<file path="src/rtl/rt_pkg.sv">
package rt_pkg;

  typedef enum logic [2:0] {
    ADR_CTRL  = 3'd0,
    ADR_HACT  = 3'd1,
    ADR_HPOR  = 3'd2,
    ADR_VACT  = 3'd3,
    ADR_VPOR  = 3'd4,
    ADR_DIV   = 3'd5,
    ADR_THR   = 3'd6,
    ADR_STAT  = 3'd7
  } rtAddr_t;

  typedef struct packed {
    logic run;
    logic pixStep;
    logic clear;
  } rtStrobe_t;

endpackage

</file>
<file path="src/rtl/rt_ctrl.sv">
module rt_ctrl
  import rt_pkg::*;
#(
  parameter int CW   = 12,
  parameter int PW   = 8,
  parameter int DIVW = 8
) (
  input  logic              clk,
  input  logic              rstN,
  input  logic              wrEn,
  input  logic [2:0]        wrAddr,
  input  logic [3*PW-1:0]   wrData,
  input  logic [2:0]        rdAddr,
  output logic [3*PW-1:0]   rdData,
  input  logic              vsyncIn,
  input  logic              lineHitIn,
  output rtStrobe_t         strb,
  output logic [CW-1:0]     hAct,
  output logic [PW-1:0]     hFp,
  output logic [PW-1:0]     hSync,
  output logic [PW-1:0]     hBp,
  output logic [CW-1:0]     vAct,
  output logic [PW-1:0]     vFp,
  output logic [PW-1:0]     vSync,
  output logic [PW-1:0]     vBp,
  output logic [CW-1:0]     thresh,
  output logic              irq
);
  localparam int DW = 3 * PW;

  logic            runQ, irqEnQ, irqSrcQ, pendingQ;
  logic [DIVW-1:0] divQ, divCnt;
  logic            vsyncQ, lineHitQ;
  logic            wrCtrl, softRst, w1c, evt, evtQual;

  assign wrCtrl  = wrEn && (rtAddr_t'(wrAddr) == ADR_CTRL);
  assign softRst = wrCtrl && wrData[1];
  assign w1c     = wrEn && (rtAddr_t'(wrAddr) == ADR_STAT) && wrData[0];
  assign evt     = irqSrcQ ? (lineHitIn && !lineHitQ) : (vsyncIn && !vsyncQ);
  assign evtQual = irqEnQ && evt;

  assign strb.run     = runQ;
  assign strb.clear   = softRst || !runQ;
  assign strb.pixStep = runQ && (divCnt == divQ);
  assign irq          = pendingQ;

  // Register file
  always_ff @(posedge clk or negedge rstN) begin
    if (!rstN) begin
      runQ <= 1'b0; irqEnQ <= 1'b0; irqSrcQ <= 1'b0;
      hAct <= '0; hFp <= '0; hSync <= '0; hBp <= '0;
      vAct <= '0; vFp <= '0; vSync <= '0; vBp <= '0;
      divQ <= '0; thresh <= '0;
    end else if (wrEn) begin
      case (rtAddr_t'(wrAddr))
        ADR_CTRL: begin
          runQ    <= wrData[0];
          irqEnQ  <= wrData[2];
          irqSrcQ <= wrData[3];
        end
        ADR_HACT: hAct <= wrData[CW-1:0];
        ADR_HPOR: begin
          hBp   <= wrData[PW-1:0];
          hFp   <= wrData[2*PW-1:PW];
          hSync <= wrData[3*PW-1:2*PW];
        end
        ADR_VACT: vAct <= wrData[CW-1:0];
        ADR_VPOR: begin
          vBp   <= wrData[PW-1:0];
          vFp   <= wrData[2*PW-1:PW];
          vSync <= wrData[3*PW-1:2*PW];
        end
        ADR_DIV:  divQ   <= wrData[DIVW-1:0];
        ADR_THR:  thresh <= wrData[CW-1:0];
        default: ;
      endcase
    end
  end

  // Divider, edge detectors and pending bit
  always_ff @(posedge clk or negedge rstN) begin
    if (!rstN) begin
      divCnt   <= '0;
      vsyncQ   <= 1'b0;
      lineHitQ <= 1'b0;
      pendingQ <= 1'b0;
    end else begin
      if (strb.clear || strb.pixStep) divCnt <= '0;
      else                            divCnt <= divCnt + 1'b1;
      vsyncQ   <= strb.clear ? 1'b0 : vsyncIn;
      lineHitQ <= strb.clear ? 1'b0 : lineHitIn;
      if (softRst)      pendingQ <= 1'b0;
      else if (evtQual) pendingQ <= 1'b1;
      else if (w1c)     pendingQ <= 1'b0;
    end
  end

  always_comb begin
    rdData = '0;
    case (rtAddr_t'(rdAddr))
      ADR_CTRL: rdData = DW'({irqSrcQ, irqEnQ, 1'b0, runQ});
      ADR_HACT: rdData = DW'(hAct);
      ADR_HPOR: rdData = {hSync, hFp, hBp};
      ADR_VACT: rdData = DW'(vAct);
      ADR_VPOR: rdData = {vSync, vFp, vBp};
      ADR_DIV:  rdData = DW'(divQ);
      ADR_THR:  rdData = DW'(thresh);
      ADR_STAT: rdData = DW'(pendingQ);
      default:  rdData = '0;
    endcase
  end

  assert_pend_set_R7: assert property (@(posedge clk) disable iff (!rstN)
    (evtQual && !softRst) |=> pendingQ);

  assert_w1c_R9: assert property (@(posedge clk) disable iff (!rstN)
    (w1c && !evtQual) |=> !pendingQ);

  assert_soft_clr_R11: assert property (@(posedge clk) disable iff (!rstN)
    softRst |=> !pendingQ);

  assert_div_wrap_R5: assert property (@(posedge clk) disable iff (!rstN)
    strb.pixStep |=> (divCnt == '0));

endmodule

</file>
<file path="src/rtl/rt_datapath.sv">
module rt_datapath
  import rt_pkg::*;
#(
  parameter int CW = 12,
  parameter int PW = 8
) (
  input  logic          clk,
  input  logic          rstN,
  input  rtStrobe_t     strb,
  input  logic [CW-1:0] hAct,
  input  logic [PW-1:0] hFp,
  input  logic [PW-1:0] hSync,
  input  logic [PW-1:0] hBp,
  input  logic [CW-1:0] vAct,
  input  logic [PW-1:0] vFp,
  input  logic [PW-1:0] vSync,
  input  logic [PW-1:0] vBp,
  input  logic [CW-1:0] thresh,
  output logic          hsyncOut,
  output logic          vsyncOut,
  output logic          activeOut,
  output logic [CW-1:0] pixX,
  output logic [CW-1:0] pixY,
  output logic          lineHit
);
  localparam int CNTW = CW + 2;

  logic [CNTW-1:0] hCnt, vCnt;
  logic [CNTW-1:0] hSyncStart, hSyncEnd, hLast;
  logic [CNTW-1:0] vSyncStart, vSyncEnd, vLast;

  // Region boundaries; every field is stored as count minus one
  always_comb begin
    hSyncStart = CNTW'(hAct) + CNTW'(hFp) + CNTW'(2);
    hSyncEnd   = hSyncStart + CNTW'(hSync) + CNTW'(1);
    hLast      = hSyncEnd + CNTW'(hBp);
    vSyncStart = CNTW'(vAct) + CNTW'(vFp) + CNTW'(2);
    vSyncEnd   = vSyncStart + CNTW'(vSync) + CNTW'(1);
    vLast      = vSyncEnd + CNTW'(vBp);
  end

  always_ff @(posedge clk or negedge rstN) begin
    if (!rstN) begin
      hCnt <= '0;
      vCnt <= '0;
    end else if (strb.clear) begin
      hCnt <= '0;
      vCnt <= '0;
    end else if (strb.pixStep) begin
      if (hCnt >= hLast) begin
        hCnt <= '0;
        vCnt <= (vCnt >= vLast) ? '0 : vCnt + 1'b1;
      end else begin
        hCnt <= hCnt + 1'b1;
      end
    end
  end

  always_comb begin
    hsyncOut  = strb.run && (hCnt >= hSyncStart) && (hCnt < hSyncEnd);
    vsyncOut  = strb.run && (vCnt >= vSyncStart) && (vCnt < vSyncEnd);
    activeOut = strb.run && (hCnt <= CNTW'(hAct)) && (vCnt <= CNTW'(vAct));
    pixX      = activeOut ? hCnt[CW-1:0] : '0;
    pixY      = activeOut ? vCnt[CW-1:0] : '0;
    lineHit   = strb.run && (hCnt == '0) && (vCnt == CNTW'(thresh));
  end

  assert_clear_R6: assert property (@(posedge clk) disable iff (!rstN)
    strb.clear |=> (hCnt == '0) && (vCnt == '0));

  assert_hold_R5: assert property (@(posedge clk) disable iff (!rstN)
    (!strb.pixStep && !strb.clear) |=> ($stable(hCnt) && $stable(vCnt)));

  assert_excl_R4: assert property (@(posedge clk) disable iff (!rstN)
    activeOut |-> !(hsyncOut || vsyncOut));

endmodule

</file>
<file path="src/rtl/raster_timer.sv">
module raster_timer
  import rt_pkg::*;
#(
  parameter int CW   = 12,
  parameter int PW   = 8,
  parameter int DIVW = 8
) (
  input  logic            clk,
  input  logic            rstN,
  input  logic            wrEn,
  input  logic [2:0]      wrAddr,
  input  logic [3*PW-1:0] wrData,
  input  logic [2:0]      rdAddr,
  output logic [3*PW-1:0] rdData,
  output logic            hsyncOut,
  output logic            vsyncOut,
  output logic            activeVideo,
  output logic [CW-1:0]   pixX,
  output logic [CW-1:0]   pixY,
  output logic            irq
);
  rtStrobe_t     strb;
  logic [CW-1:0] hAct, vAct, thresh;
  logic [PW-1:0] hFp, hSync, hBp, vFp, vSync, vBp;
  logic          lineHit;

  rt_ctrl #(.CW(CW), .PW(PW), .DIVW(DIVW)) u_ctrl (
    .clk(clk), .rstN(rstN), .wrEn(wrEn), .wrAddr(wrAddr), .wrData(wrData),
    .rdAddr(rdAddr), .rdData(rdData), .vsyncIn(vsyncOut), .lineHitIn(lineHit),
    .strb(strb), .hAct(hAct), .hFp(hFp), .hSync(hSync), .hBp(hBp),
    .vAct(vAct), .vFp(vFp), .vSync(vSync), .vBp(vBp), .thresh(thresh),
    .irq(irq)
  );

  rt_datapath #(.CW(CW), .PW(PW)) u_dp (
    .clk(clk), .rstN(rstN), .strb(strb),
    .hAct(hAct), .hFp(hFp), .hSync(hSync), .hBp(hBp),
    .vAct(vAct), .vFp(vFp), .vSync(vSync), .vBp(vBp), .thresh(thresh),
    .hsyncOut(hsyncOut), .vsyncOut(vsyncOut), .activeOut(activeVideo),
    .pixX(pixX), .pixY(pixY), .lineHit(lineHit)
  );

endmodule

</file>
<file path="config.mk">
export PLATFORM = sky130hd
export DESIGN_NAME = raster_timer
export DESIGN_NICKNAME = d
export VERILOG_FILES = /design/src/rtl/rt_pkg.sv /design/src/rtl/rt_ctrl.sv /design/src/rtl/rt_datapath.sv /design/src/rtl/raster_timer.sv
export SDC_FILE = /design/constraint.sdc
export NUM_CORES = 1
export LEC_CHECK = 0
export BUFFER_PORTS_ARGS = -buffer_cell sky130_fd_sc_hd__buf_2
export CORE_UTILIZATION = 40
export DETAILED_ROUTE_END_ITERATION = 10
export HOLD_SLACK_MARGIN = 0.1
export MAX_ROUTING_LAYER = met4
export PLACE_DENSITY = 0.55
export SKIP_CTS_REPAIR_TIMING = 1
export SYNTH_ARGS = -nofsm -noshare
export SYNTH_HDL_FRONTEND = slang
export SYNTH_SLANG_ARGS = --single-unit
</file>
<file path="constraint.sdc">
create_clock -name clk -period 7.56 [get_ports clk]
set_clock_uncertainty 0.15 [all_clocks]
set_input_delay 1.512 -clock clk [delete_from_list [all_inputs] [get_ports clk]]
set_output_delay 1.512 -clock clk [all_outputs]
set_load 0.1 [all_outputs]
</file>
**Yosys cells after proc, flatten, opt, wreduce, memory -nomap -nowiden**

Index checks and enable logic that the tools add are counted.

- Register bits: 134
- Input bits: 33
- Output and inout bits: 52

- Add/sub/neg operators: 13
- $lt $le $gt $ge: 8
- Eq/ne operators: 16
- Mux-type cells: 17
- Reduce and logical (&&, ||, !) cells: 35

Operators with widths:

| kind | count |
|---|---|
| 24-bit case mux with 8 select lines | 1 |
| 14-bit two-way mux | 7 |
| 14-bit by 1-bit adder with 14-bit output, second input constant | 4 |
| 14-bit by 8-bit adder with 14-bit output | 4 |
| 14-bit >= comparator | 4 |
| 14-bit by 2-bit adder with 14-bit output, second input constant | 2 |
| 14-bit by 12-bit less-or-equal comparator with 1-bit output | 2 |
| 14-bit < comparator | 2 |
| 12-bit by 8-bit adder with 13-bit output | 2 |
| 3-bit == test, second input constant | 8 |
| 12-bit two-way mux | 2 |
| 1-bit logical AND | 16 |
| 2-bit AND reduction | 8 |
| 14-bit by 12-bit == test with 1-bit output | 1 |
| 14-bit zero test | 1 |
| 3-bit by 2-bit == test with 1-bit output, second input constant | 4 |
| 8-bit by 1-bit adder with 8-bit output, second input constant | 1 |
| 8-bit == test | 1 |
| 8-bit two-way mux | 1 |
| 3-bit by 1-bit == test with 1-bit output, second input constant | 2 |
| 3-bit zero test | 2 |
| 1-bit two-way mux | 6 |
| 2-bit nonzero test | 2 |
| 1-bit zero test | 3 |
| other kinds (2) | 3 |

**Logic depth before layout (Yosys ltp)**

- Word-level depth: 11
- Depth in mapped cells: 31
- Mapped depth without buffers: 30

**Modules after synthesis**

Synthesis repeated with hierarchy kept, for this count alone.

- Cell total of the unflattened synthesis: 1224
- Area total of the unflattened synthesis: 12024.0 µm²

Modules (own cells, without submodules):

| module | instances | cells each | area an instance (µm²) | seq. area each (µm²) |
|---|---|---|---|---|
| rt_datapath | 1 | 845 | 6960.4 | 700.7 |
| rt_ctrl | 1 | 379 | 5063.6 | 2652.5 |

**Worst setup path after synthesis**

No wires, ideal clock.

- Kind: register to output
- Start point: reg u_ctrl.vAct[0]
- End point: out vsyncOut
- Arrival time: 6651 ps
- Path slack: -753 ps
- Stages on the path, launching flop included: 21
- Path buffers: 0
- Path through: dfrtp_1 -> ha_1 -> inv_1 -> fa_1 -> nor2b_4 -> o31ai_1 -> xnor2_1 -> xor2_1 -> ha_1 -> o2111a_1 -> a2111oi_0 -> o21ai_0 -> a21oi_1 -> nor3_4 -> nand3b_1 -> xnor2_1 -> ha_1 -> nand4_1 -> o21ai_0 -> or4b_2 -> nor3_1

- Cells in the longest elaborated chain, start to end: 6
- Elaborated cells on any way between the ends: 8
- Classes of those cells: add/sub: 4; order compare: 2; reduce/logical: 2

Ends and longest elaborated chain:

| item | line | source |
|---|---|---|
| start, declared | rt_ctrl.sv:22 | `output logic [CW-1:0] vAct,` |
| start signal, assigned | rt_ctrl.sv:67 | `ADR_VACT: vAct <= wrData[CW-1:0];` |
| 12-bit by 8-bit adder with 13-bit output (*) | rt_datapath.sv:37 | `vSyncStart = CNTW'(vAct) + CNTW'(vFp) + CNTW'(2);` |
| 14-bit by 2-bit adder with 14-bit output (*) | rt_datapath.sv:37 |  |
| 14-bit by 8-bit adder with 14-bit output | rt_datapath.sv:38 | `vSyncEnd = vSyncStart + CNTW'(vSync) + CNTW'(1);` |
| 14-bit by 1-bit adder with 14-bit output | rt_datapath.sv:38 |  |
| 14-bit < comparator | rt_datapath.sv:61 | `vsyncOut = strb.run && (vCnt >= vSyncStart) && (vCnt < vSyncEnd);` |
| 1-bit logical AND (*) | rt_datapath.sv:61 |  |
| end, declared | raster_timer.sv:16 | `output logic vsyncOut,` |

Every way passes the cells marked *; elsewhere a longest branch is shown, timed or not.

**Worst setup path in the final report**

Ends and elaborated chain as after synthesis.

==> impl_results.md <==
- Worst path cell trace: ha_1 > inv_1 > fa_1 > xnor2_1 > ha_1 > ha_1 > nor2b_1 > o21ai_0 > nand2b_1 > a21o_1 > a21o_1 > a21o_1 > a21o_1 > nand3_1 > xor2_1 > inv_1 > ha_1 > nand4_1 > o21ai_0 > or4b_2 > nor3_4 > buf_12
- Worst Path Arrival: 5590 ps
- Unrepaired setup endpoints after global routing: no
- Initial antenna violation count: 1
- Number of diodes: 0
- Count leader, synth: ha_1
- Power Dens Cells: 462 nW/um2
- Max Slew Vio Count: 0
- IR Drop Worst-Case VDD: 0.000291 V
- CP delay by family, top: adder cells
- Row cnt: 63
- Core Area: 29,800 um2
- Final period util: 0.959
- Gpl congestion: 0.892
- Top cell type's share of synthesized area: 0.276
- Gr ovfl total: 0
- # DRC: 0
- Area added between synthesis and finish: 13.0%
- Sequential share of the synthesized area: 0.276
- Synth Area per Inst: 9.13 um2
- Required time of the critical path: 5900 ps
- Post-DRT Antenna Nets: 0
- Hold slack final: 412 ps
- Crit path buffers/inverters: 3
- PortBufs: 84
- Largest stage delay on the critical path: 670 ps
- CTS tree: done
- Post-synth EDFFs: 0
- DIE AREA: 31,100 um2
- Crit. End Element: output pin
- Measured slew at the worst slew-check pin: 1180 ps
- Worst-path clk slew: 60 ps
- Crit path kind: reg -> out
- Yosys warns: 0
- Final Hold Fails: 0
- Area leader, netlist: dfrtp_1
- Starting Density: 0.408
- Lkg Pwr: 0.00657 uW
- Wire length per cell: 20.3 um
- Routed vias/inst: 5.66
- Min-delay worst type: reg -> reg
- Status: finished clean
- Number of DRC markers in iteration 0: 621
- Vias in the first global route: 10,200
- Top_reg_cell synth: dfrtp_1
- Die Height: 176 um
- Filler Cell Count: 2,989
- Clock Sinks: 134
- CTS Buf Count: 17
- List of most frequent post-synthesis cells: 162 x ha_1, 134 x dfrtp_1, 122 x inv_1
- Final setup fails: 0
- Detailed Place HPWL: 29,400 um
- Maxcap violations: 0
- Max Buffers Root-to-Sink: 2
- Final core utilization: 0.461
- Worst Setup Start Kind: flip-flop
- Cell area after technology mapping: 12,200 um2
- GRT Total Usage: 0.254
- Share of post-route cells with drive strength above 1: 0.175
- Synth top area cells: dfrtp_1 28%, ha_1 17%, mux2_2 7.5%
- First-pass GRT wire length: 58,200 um
- Synth Register Bits: 134
- IO Pins: 85
- Relative slew slack: 0.213
- Clk Latency, worst-skew pair: 430 ps
- Synthesized instance count: 1,333
- Largest net degree at the start of global routing: 79
- F_max: 0.138 GHz
- H-tree levels: 4
- Yosys cell types: 84
- Worst path slowest cell: or4b_2
- Vias after detailed routing: 10,300
- DRT Wirelength: 36,900 um
- Fraction of registers with async set/reset: 1.00
- TritonRoute pass-1 iters: 5
- CP Max Fanout: 4
- Tmin final: 7250 ps
- Root Buffer: clkbuf_16
- Final #Nets: 1,615
- DIE WIDTH: 176 um
through the flow:
| step | instances | setup WS (ps) | cell area, um2 | power (uW) | TNS (ps) |
|---|---|---|---|---|---|
| final | 1817 | 307 | 13700 | 6350 | 0 |
| after detailed placement | 1785 | 365 | 13100 | 5460 | 0 |
| after global placement | 1785 | 501 | 13100 | 5390 | 0 |
| after floorplan | 1338 | 119 | 12200 | 4470 | 0 |
| after global routing | 1817 | 7.02 | 13700 | 7000 | 0 |
| after CTS | 1817 | -107 | 13700 | 6360 | -107 |
cell families after synthesis:
group	count (synthesis)	share of synthesized area
adders and majority gates	168	0.177
and+or+nand+nor	354	0.158
xor gates and xnor gates	94	0.0723
muxes	95	0.0875
other	1	0.000308
DFF	134	0.276
buffers and inverters	159	0.0491
AOI/OAI and AO/OA	328	0.181
placed cells by master, fill, tap and decap left out, drive strengths merged, types with 10 or more instances in the layout:
| cell | count |
|---|---|
| mux2 | 81 |
| inv | 124 |
| o21a | 31 |
| nand4 | 22 |
| a221oi | 11 |
| or3 | 12 |
| mux2i | 13 |
| a21o | 34 |
| nor3 | 20 |
| a21oi | 72 |
| o31ai | 10 |
| nand3 | 36 |
| nand2b | 16 |
| and3 | 13 |
| a22oi | 12 |
| nor4 | 42 |
| dfrtp | 134 |
| nor2b | 26 |
| ha | 162 |
| buf | 94 |
| o21ai | 90 |
| nand2 | 58 |
| xnor2 | 39 |
| nor2 | 75 |
| clkbuf | 22 |
| xor2 | 55 |
where the power goes:
group,internal (uW),total (uW),switching (uW)
logic,1890,4440,2550
clock network,539,867,328
registers,844,1050,203
worst reg2reg max path: cells and delay by family, from the launching register on:
kind	cells	cell delay (ps)
xor gates and xnor gates	1	110
muxes	1	270
adders and majority gates	6	2020
and+or+nand+nor	6	1550
DFF	1	440
buffers and inverters	2	180
AOI/OAI and AO/OA	13	2240
area by class of cell:
type	count	area, um2	area share
Tap cell	390	488	0.0355
Multi-Input combinational cell	1045	8320	0.605
Inverter	122	458	0.0333
Timing Repair Buffer	94	517	0.0376
Clock inverter	10	144	0.0105
Sequential cell	134	3350	0.244
Clock buffer	22	464	0.0338
sequential cells by signal (all words and copies together), names as in the netlist, 12 cells and up:
| name | cells |
|---|---|
| u_dp.hCnt | 14 |
| u_dp.vCnt | 14 |
| u_ctrl.hAct | 12 |
| u_ctrl.thresh | 12 |
| u_ctrl.vAct | 12 |
final timing paths:
kind,start,to,slack (ps),depth (start not counted)
min in group asynchronous,rstN,u_dp.vCnt[6],910,1
hold / removal,u_ctrl.divCnt[7],u_ctrl.divCnt[7],410,2
hold reg to reg,u_ctrl.divCnt[7],u_ctrl.divCnt[7],410,2
max in group asynchronous,rstN,u_ctrl.vAct[10],4890,2
setup / recovery,u_ctrl.vAct[0],vsyncOut,310,22
setup reg to reg,u_ctrl.hAct[0],u_dp.hCnt[0],550,29
metal layers:
| metal | track usage | routed length (um) | vias up |
|---|---|---|---|
| met5 | - | 0 | - |
| met4 | 0.0711 | 818 | 0 |
| met3 | 0.0327 | 1240 | 54 |
| met2 | 0.427 | 18200 | 193 |
| met1 | 0.319 | 16700 | 5004 |
| li1 | - | - | 5035 |
Note: power is estimated with default switching activity, not from simulation.
